--- src/rtl/gtmr_pkg.sv ---
package gtmr_pkg;
    localparam int CNT_W = 16;

    localparam logic [2:0] A_CTRL = 3'd0;
    localparam logic [2:0] A_GATE = 3'd1;
    localparam logic [2:0] A_CLO  = 3'd2;
    localparam logic [2:0] A_CHI  = 3'd3;
    localparam logic [2:0] A_FLAG = 3'd4;

    typedef enum logic [1:0] {
        SRC_INSTR = 2'b00,
        SRC_SYS   = 2'b01,
        SRC_EXT   = 2'b10,
        SRC_OFF   = 2'b11
    } src_e;

    typedef struct packed {
        logic       run;
        logic       sync_byp;
        logic [1:0] psc;
        src_e       src;
    } ctrl_t;

    typedef struct packed {
        logic       one_shot;
        logic       toggle;
        logic       pol;
        logic       en;
        logic [1:0] gsrc;
    } gcfg_t;
endpackage

--- src/rtl/gtmr_tick.sv ---
module gtmr_tick
    import gtmr_pkg::*;
#(
    parameter int SYNC_STAGES = 2,
    parameter int DIV_W       = 2,
    parameter int PSC_W       = 3
) (
    input  logic  clk,
    input  logic  rst_n,
    input  ctrl_t cfg,
    input  logic  cnt_en,
    input  logic  psc_clr,
    input  logic  ext_in,
    output logic  tick
);
    localparam logic [DIV_W-1:0] DIV_LAST = {DIV_W{1'b1}};

    typedef struct packed {
        logic [DIV_W-1:0]       div;
        logic [SYNC_STAGES-1:0] sync;
        logic                   prev;
        logic                   armed;
        logic [PSC_W-1:0]       pcnt;
    } tk_t;

    tk_t st_d, st_q;
    logic ext_cur, ext_act, ext_rise, raw, fire;
    logic [PSC_W-1:0] mask;

    always_comb begin
        st_d      = st_q;
        ext_cur   = cfg.sync_byp ? ext_in : st_q.sync[SYNC_STAGES-1];
        ext_act   = cfg.run && (cfg.src == SRC_EXT);
        ext_rise  = ext_act && st_q.armed && ext_cur && !st_q.prev;

        st_d.sync  = {st_q.sync[SYNC_STAGES-2:0], ext_in};
        st_d.prev  = ext_cur;
        st_d.armed = ext_act && (st_q.armed || (st_q.prev && !ext_cur));
        st_d.div   = cfg.run ? st_q.div + DIV_W'(1) : '0;

        case (cfg.src)
            SRC_INSTR: raw = cfg.run && (st_q.div == DIV_LAST);
            SRC_SYS:   raw = 1'b1;
            SRC_EXT:   raw = ext_rise;
            default:   raw = 1'b0;
        endcase

        fire = cnt_en && raw;
        mask = (PSC_W'(1) << cfg.psc) - PSC_W'(1);
        tick = fire && ((st_q.pcnt & mask) == mask);

        if (psc_clr)   st_d.pcnt = '0;
        else if (fire) st_d.pcnt = st_q.pcnt + PSC_W'(1);
    end

    always_ff @(posedge clk or negedge rst_n) begin
        if (!rst_n) st_q <= '0;
        else        st_q <= st_d;
    end

    // system-clock source with divide-by-1 ticks on every enabled cycle
    a_r1_sys_every_cycle: assert property (@(posedge clk) disable iff (!rst_n)
        (cnt_en && cfg.src == SRC_SYS && cfg.psc == 2'd0) |-> tick);

    // no external count before a falling edge has armed the detector
    a_r2_unarmed_no_tick: assert property (@(posedge clk) disable iff (!rst_n)
        (cfg.src == SRC_EXT && !st_q.armed) |-> !tick);

    // a count write restarts the prescaler
    a_r3_psc_restart: assert property (@(posedge clk) disable iff (!rst_n)
        psc_clr |=> (st_q.pcnt == '0));
endmodule

--- src/rtl/gtmr_gate.sv ---
module gtmr_gate
    import gtmr_pkg::*;
(
    input  logic       clk,
    input  logic       rst_n,
    input  gcfg_t      cfg,
    input  logic       go,
    input  logic [3:0] srcs,
    output logic       open,
    output logic       level,
    output logic       done,
    output logic       close_evt
);
    typedef struct packed {
        logic gprev;
        logic tff;
        logic gtprev;
        logic acq;
    } gt_t;

    gt_t st_d, st_q;
    logic g, g_rise, gt, gt_rise, gt_fall, armed;

    always_comb begin
        st_d    = st_q;
        g       = srcs[cfg.gsrc] ^ cfg.pol;
        g_rise  = g && !st_q.gprev;
        gt      = cfg.toggle ? st_q.tff : g;
        gt_rise = gt && !st_q.gtprev;
        gt_fall = !gt && st_q.gtprev;
        armed   = go && cfg.one_shot && cfg.en;

        st_d.gprev  = g;
        st_d.gtprev = gt;
        st_d.tff    = cfg.toggle ? (st_q.tff ^ g_rise) : 1'b0;

        if (!armed)                  st_d.acq = 1'b0;
        else if (st_q.acq && gt_fall) st_d.acq = 1'b0;
        else if (gt_rise)            st_d.acq = 1'b1;

        done      = armed && st_q.acq && gt_fall;
        close_evt = cfg.en && gt_fall && (!cfg.one_shot || st_q.acq);
        level     = gt;

        if (!cfg.en)           open = 1'b1;
        else if (cfg.one_shot) open = go && gt && (st_q.acq || gt_rise);
        else                   open = gt;
    end

    always_ff @(posedge clk or negedge rst_n) begin
        if (!rst_n) st_q <= '0;
        else        st_q <= st_d;
    end

    // one-shot gating never opens without go
    a_r9_open_needs_go: assert property (@(posedge clk) disable iff (!rst_n)
        (cfg.en && cfg.one_shot && open) |-> go);

    // toggle flip-flop flips on each active-going gate edge
    a_r8_tff_flips: assert property (@(posedge clk) disable iff (!rst_n)
        (cfg.toggle && g_rise) |=> (!cfg.toggle || st_q.tff != $past(st_q.tff)));
endmodule

--- src/rtl/gtmr_top.sv ---
module gtmr_top
    import gtmr_pkg::*;
#(
    parameter int SYNC_STAGES = 2,
    parameter int DIV_W       = 2,
    parameter int PSC_W       = 3
) (
    input  logic       clk,
    input  logic       rst_n,
    input  logic       wr_en,
    input  logic       rd_en,
    input  logic [2:0] addr,
    input  logic [7:0] wdata,
    output logic [7:0] rdata,
    input  logic       ext_in,
    input  logic       gate_pin,
    input  logic       gate_tmr,
    input  logic       gate_cmp1,
    input  logic       gate_cmp2,
    output logic       irq_ovf,
    output logic       irq_gate
);
    localparam int HI_LSB = CNT_W - 8;

    typedef struct packed {
        ctrl_t            ctrl;
        gcfg_t            gcfg;
        logic             go;
        logic [CNT_W-1:0] cnt;
        logic [7:0]       hibuf;
        logic [7:0]       rdhi;
        logic             fovf;
        logic             fgate;
    } st_t;

    st_t st_d, st_q;
    logic wr_ctrl, wr_gate, wr_lo, wr_hi, wr_flag;
    logic gate_open, gate_level, gate_done, gate_close;
    logic tick, cnt_en, psc_clr, ovf_set;

    gtmr_gate u_gate (
        .clk       (clk),
        .rst_n     (rst_n),
        .cfg       (st_q.gcfg),
        .go        (st_q.go),
        .srcs      ({gate_cmp2, gate_cmp1, gate_tmr, gate_pin}),
        .open      (gate_open),
        .level     (gate_level),
        .done      (gate_done),
        .close_evt (gate_close)
    );

    gtmr_tick #(
        .SYNC_STAGES (SYNC_STAGES),
        .DIV_W       (DIV_W),
        .PSC_W       (PSC_W)
    ) u_tick (
        .clk     (clk),
        .rst_n   (rst_n),
        .cfg     (st_q.ctrl),
        .cnt_en  (cnt_en),
        .psc_clr (psc_clr),
        .ext_in  (ext_in),
        .tick    (tick)
    );

    always_comb begin
        st_d    = st_q;
        wr_ctrl = wr_en && (addr == A_CTRL);
        wr_gate = wr_en && (addr == A_GATE);
        wr_lo   = wr_en && (addr == A_CLO);
        wr_hi   = wr_en && (addr == A_CHI);
        wr_flag = wr_en && (addr == A_FLAG);
        cnt_en  = st_q.ctrl.run && gate_open;
        psc_clr = wr_lo || wr_hi;
        ovf_set = tick && !wr_lo && (st_q.cnt == '1);

        if (wr_ctrl) st_d.ctrl = ctrl_t'(wdata[5:0]);
        if (wr_gate) begin
            st_d.gcfg = gcfg_t'(wdata[5:0]);
            st_d.go   = wdata[6];
        end else if (gate_done) begin
            st_d.go = 1'b0;
        end

        if (wr_hi) st_d.hibuf = wdata;
        if (wr_lo)     st_d.cnt = {st_q.hibuf, wdata};
        else if (tick) st_d.cnt = st_q.cnt + CNT_W'(1);

        if (rd_en && addr == A_CLO) st_d.rdhi = st_q.cnt[CNT_W-1:HI_LSB];

        st_d.fovf  = ovf_set    || (st_q.fovf  && !(wr_flag && wdata[0]));
        st_d.fgate = gate_close || (st_q.fgate && !(wr_flag && wdata[1]));
    end

    always_ff @(posedge clk or negedge rst_n) begin
        if (!rst_n) st_q <= '0;
        else        st_q <= st_d;
    end

    always_comb begin
        case (addr)
            A_CTRL:  rdata = {2'b00, st_q.ctrl};
            A_GATE:  rdata = {gate_level, st_q.go, st_q.gcfg};
            A_CLO:   rdata = st_q.cnt[7:0];
            A_CHI:   rdata = st_q.rdhi;
            A_FLAG:  rdata = {6'b0, st_q.fgate, st_q.fovf};
            default: rdata = 8'h00;
        endcase
    end

    assign irq_ovf  = st_q.fovf;
    assign irq_gate = st_q.fgate;

    // wrap lands on zero and raises the flag
    a_r5_wrap_flag: assert property (@(posedge clk) disable iff (!rst_n)
        (tick && st_q.cnt == '1 && !wr_lo) |=> (irq_ovf && st_q.cnt == '0));

    // stopped timer holds its count unless written
    a_r5_stopped_holds: assert property (@(posedge clk) disable iff (!rst_n)
        (!st_q.ctrl.run && !wr_lo) |=> $stable(st_q.cnt));

    // end of one-shot acquisition clears go
    a_r9_go_clears: assert property (@(posedge clk) disable iff (!rst_n)
        (gate_done && !wr_gate) |=> !st_q.go);

    // a high-byte write leaves the live count alone
    a_r11_hi_buffered: assert property (@(posedge clk) disable iff (!rst_n)
        (wr_hi && !tick) |=> $stable(st_q.cnt));
endmodule

--- config.mk ---
export PLATFORM = sky130hd
export DESIGN_NAME = gtmr_top
export DESIGN_NICKNAME = d
export VERILOG_FILES = /design/src/rtl/gtmr_pkg.sv /design/src/rtl/gtmr_tick.sv /design/src/rtl/gtmr_gate.sv /design/src/rtl/gtmr_top.sv
export SDC_FILE = /design/constraint.sdc
export NUM_CORES = 1
export LEC_CHECK = 0
export BUFFER_PORTS_ARGS = -buffer_cell sky130_fd_sc_hd__buf_2
export CAP_MARGIN = 20
export CORE_ASPECT_RATIO = 0.6
export CORE_MARGIN = 8
export CORE_UTILIZATION = 60
export CTS_BUF_LIST = sky130_fd_sc_hd__clkbuf_8
export DETAILED_ROUTE_END_ITERATION = 10
export HOLD_SLACK_MARGIN = 0.06
export PLACE_DENSITY = 0.81
export SLEW_MARGIN = 20
export SYNTH_ARGS = -nofsm -noshare
export SYNTH_HDL_FRONTEND = slang
export SYNTH_HIERARCHICAL = 1
export SYNTH_SLANG_ARGS = --single-unit
--- constraint.sdc ---
create_clock -name clk -period 7.25 [get_ports clk]
set_clock_uncertainty 0.2 [all_clocks]
set_input_delay 0.725 -clock clk [delete_from_list [all_inputs] [get_ports clk]]
set_output_delay 0.725 -clock clk [all_outputs]
set_load 0.005 [all_outputs]
* Word level (Yosys, flattened, before mapping)
Cells that the tools add are included.
** Storage, ports and cells
- Register bits after elaboration :: 60
- Input bits :: 20
- Output and inout port bits :: 10
- Word-level logic and storage cells :: 116
** Operators by class
- Magnitude comparators :: 1
- Bitwise logic cells :: 3
- $add $sub $neg :: 4
- Equality and inequality tests :: 10
- Reductions and logical operators :: 54
- Shift-type cells :: 1
- Multiplexer cells :: 19
** Operator list (number)
- 8-bit case mux with 5 select lines :: 1
- 1-bit logical AND :: 34
- 16-bit 2-to-1 mux :: 2
- 16-bit by 1-bit adder with 16-bit output (second input constant) :: 1
- 16-bit == test (second input constant) :: 1
- 1-bit 2-to-1 mux :: 11
- 1-bit zero test :: 9
- 3-bit by 2-bit == test with 1-bit output (second input constant) :: 2
- 1-bit logical OR :: 6
- 3-bit 2-to-1 mux :: 2
- 2-bit nonzero test :: 3
- 2-bit == test (second input constant) :: 2
- 3-bit by 1-bit adder with 3-bit output (second input constant) :: 1
- 3-bit AND :: 1
- 3-bit by 1-bit == test with 1-bit output (second input constant) :: 1
- 3-bit == test :: 1
- 3-bit == test (second input constant) :: 1
- 3-bit zero test :: 1
- 2-bit by 3-bit < comparator with 1-bit output (second input constant) :: 1
- 3-bit by 2-bit != test with 1-bit output (second input constant) :: 1
- 1-bit case mux with 3 select lines :: 1
- 1-bit by 2-bit left shift with 3-bit output (first input constant) :: 1
- 3-bit by 2-bit subtractor with 3-bit output (second input constant) :: 1
- 2-bit by 1-bit adder with 2-bit output (second input constant) :: 1
- 5 further kinds :: 6

* Depth between registers and ports, before layout
- Depth after elaboration :: 15
- Gate-level depth with buffers :: 14

* Modules after synthesis
The synthesis kept the hierarchy.
** By module, submodules not included
- gtmr_top :: seq. area each 1176.1 sq um, cells an instance 206, area an instance 2397.3 sq um, instances 1
- gtmr_tick :: seq. area each 225.2 sq um, cells an instance 37, area an instance 422.9 sq um, instances 1
- gtmr_gate :: seq. area each 100.1 sq um, cells an instance 24, area an instance 257.7 sq um, instances 1

* Least setup slack after synthesis
No wires, ideal clock.
- Path kind :: input to register
- From :: in gate_cmp2
- To :: reg, netlist name st_q[30]
- Library setup time :: 0.128 ns
- Cell stages on the path :: 14
- Setup slack :: 3.451 ns
- Buffers on the path :: 1
- Arrival time :: 3.471 ns
- Cell sequence :: mux4_2 xor2_2 o21a_4 a21bo_1 and2_1 nand2_1 nor4b_2 nor2_1 a221oi_1 buf_6 nand4_2 or4_4 xor2_1 o21ai_2
** RTL lines
- start, declared :: RTL line gtmr_top.sv:19 : input logic gate_cmp2,

==> run summary <==
critical path required time - 7.25 ns
Seq/Total Area, Yosys - 48.78%
GRT overflow - 0
RR Startpoint - st_q[35]$_DFFE_PN0P_
DR vias - 2,247
VDD IR max - 0.0001901 V
critical path endpoint category - register
Worst EP arrival - 4.32 ns
# diodes - 0
total CTS buffers - 9
Mapped Nets - 290
Max Cap Viol - 0
Syn Area/Cell - 11.53 um2
largest net degree at the start of global routing - 61
Synth area leaders - dfrtp_1 49%, mux2_2 12%, mux4_2 3.7%
startpoint types - input pin
top-area cell type share of the netlist area - 48.78%
Crit path largest cell delay - 0.78 ns
initial antenna violation count - 0
number of fill cells - 403
Final period util - 59.60%
hold path depth - 0
via/cell ratio - 6.106
Port Buffers - 29
reg-to-reg slack, setup - 2.97 ns
global-route wire length before repair - 11,670 um
pins over their slew limit - 0
P&R area growth vs syn - 11.83%
critical path class - input pin to register
Leakage - 1.473 nW
routed len/inst - 18.93 um
Pre-antenna DRT Iters - 4
reg-to-reg critical path endpoint - st_q[30]$_DFFE_PN0P_
CORE AREA - 0.005005 mm2
# placed instances - 354
hold endpoint - u_tick/st_q[6]$_DFF_PN0_
post-CTS setup buffer count - 0
CTS sink count - 60
hold_sp - u_tick/st_d[6]$_DFF_PN0_
Post-DRT Antenna Nets - 0
Setup TNS - 0 ns
htree depth - 3
CP max-delay cell - a221oi_1
vias in the first global route - 2,278
fin nets - 322
Top Family by Delay on Critical Path - simple AND/OR/NAND/NOR gates
HP Class - register to register
share of cells above drive strength 1 - 31.79%
final setup vio count - 0
RSZ-0062 raised after global routing - false
drt initial violations - 170
GRT Total Usage - 19.83%
Post-synth EDFFs - 0
DRC errors left - 0
cells after synthesis - 267
Root Buffer - clkbuf_8
Initial Util - 61.50%
Distinct cells, synth - 47
worst skew pair latency - 0.34 ns
cts-stage hold buffer count - 0
Post-Layout Cell Count - 368
Post-CTS Resized - 0
Yosys reg bits - 60
Die Area - 0.007753 mm2
num ports - 30
gpl congestion - 0.9604
DIE WIDTH - 108.5 um
Reg2Reg Depth - 13
HPWL after detailed placement - 5157 um
CTS tree - yes
row count - 20
CP Buf/Inv Count - 1
Final Hold Fails - 0
Synth top cells by count - 60 x dfrtp_1, 34 x mux2_2, 28 x nand2_1
yosys warns - 6
CP cell instances - buf_2 -> mux4_2 -> xor2_2 -> o21a_4 -> a21bo_1 -> and2_1 -> nand2_1 -> nor4b_2 -> nor2_1 -> a221oi_1 -> nand4_2 -> or4_4 -> xor2_1 -> o21ai_2
min cycle time layout - 4.321 ns
status - finished, final reports clean
Synth Flop Type - dfrtp_1
CP Max Fanout - 7
slew margin rel. - 35.82%
final wirelength - 6967 um
deepest clock path buffer count - 2
die span in y - 71.48 um
clock-pin slew on the worst setup and hold paths - 0.06 ns
Synth area leader - dfrtp_1
count leader, synth - dfrtp_1
asr flop ratio synth - 100.0%
fmax - 231.4 MHz
worst-margin pin slew - 0.9627 ns
power density over the cells - 291.4 mW/mm2
Mapped Area - 0.003078 mm2
-- worst max path at each step --
stage	depth (start not counted)	slack, ns	to	from
2_1_floorplan	14	3.45	st_q[30]$_DFFE_PN0P_	gate_cmp2
3_3_place_gp	14	2.79	st_q[30]$_DFFE_PN0P_	gate_cmp2
3_5_place_dp	14	2.65	st_q[30]$_DFFE_PN0P_	gate_cmp2
4_1_cts	14	3.00	st_q[30]$_DFFE_PN0P_	gate_cmp2
5_1_grt	13	2.69	st_q[30]$_DFFE_PN0P_	st_q[35]$_DFFE_PN0P_
6_report	14	2.93	st_q[30]$_DFFE_PN0P_	gate_cmp2
-- per-layer routing --
layer	up-vias	GRT usage [%]	share of wire (%)
met5	-	0	0
met4	0	6.335	1.1
met3	8	9.042	9.5
met2	78	27.02	43
met1	1137	27.16	46
li1	1024	-	-
-- stage by stage --
step                      power [W]  hold slack, ns  cell area, um2  util [%]  worst slack [ns]
final                      0.001003          0.1472            3442     68.77             2.929
after global routing       0.001060          0.1649            3442     68.77             2.686
after CTS                  0.001011          0.1506            3442     68.77             2.995
after detailed placement  0.0007371          0.1364            3267     65.28             2.654
after global placement    0.0007216          0.1336            3267     65.28             2.787
after floorplan           0.0006543          0.1312            3078         -             3.451
-- layout make-up --
type / instances / area, um2 / share of cell area (%)
multi-input cells: 193 / 1511 / 43.91
flip-flops and latches: 60 / 1501 / 43.62
clock buffers: 12 / 165.2 / 4.798
repair buffers: 30 / 152.6 / 4.435
well taps: 66 / 82.58 / 2.399
inverters: 5 / 18.77 / 0.5453
clock inverters: 2 / 10.01 / 0.2908
-- cell usage in the layout (no fill, tap or decap), types with 5 or more instances in the layout --
cell      count
a22oi_1       7
buf_2        29
clkbuf_8     12
dfrtp_1      60
inv_1         5
mux2_2       34
mux2i_1       5
mux4_2        5
nand2_1      28
nand2b_1      5
nand3_1       9
nand4_1       5
nor2_1        8
nor2b_1      14
o21ai_0      18
xor2_1        9
-- where the power goes --
group | internal (W) | leakage, nW | switching [W]
registers | 0.000419 | 0.740 | 0.0000851
logic | 0.000125 | 0.640 | 0.000104
clock network | 0.000147 | 0.0941 | 0.000122
-- registers in the layout (all words and copies together), names as in the netlist --
signal,cells
irq_gate,1
irq_ovf,1
st_q,45
u_gate/st_q,4
u_tick/st_d,1
u_tick/st_q,8
-- kinds of logic (layout without fill, tap and decap cells) --
| group | after synthesis | in the layout | share of synthesized area (%) |
|---|---|---|---|
| adder cells (fa/ha/maj) | 3 | 3 | 1.220 |
| AO/OA/AOI/OAI | 39 | 39 | 8.293 |
| buffers and inverters | 14 | 49 | 2.114 |
| XOR/XNOR | 14 | 14 | 4.228 |
| AND/OR/NAND/NOR | 93 | 93 | 17.64 |
| flip-flops | 60 | 60 | 48.78 |
| multiplexers | 44 | 44 | 17.72 |
No activity file was read; power rests on OpenSTA's default activity.
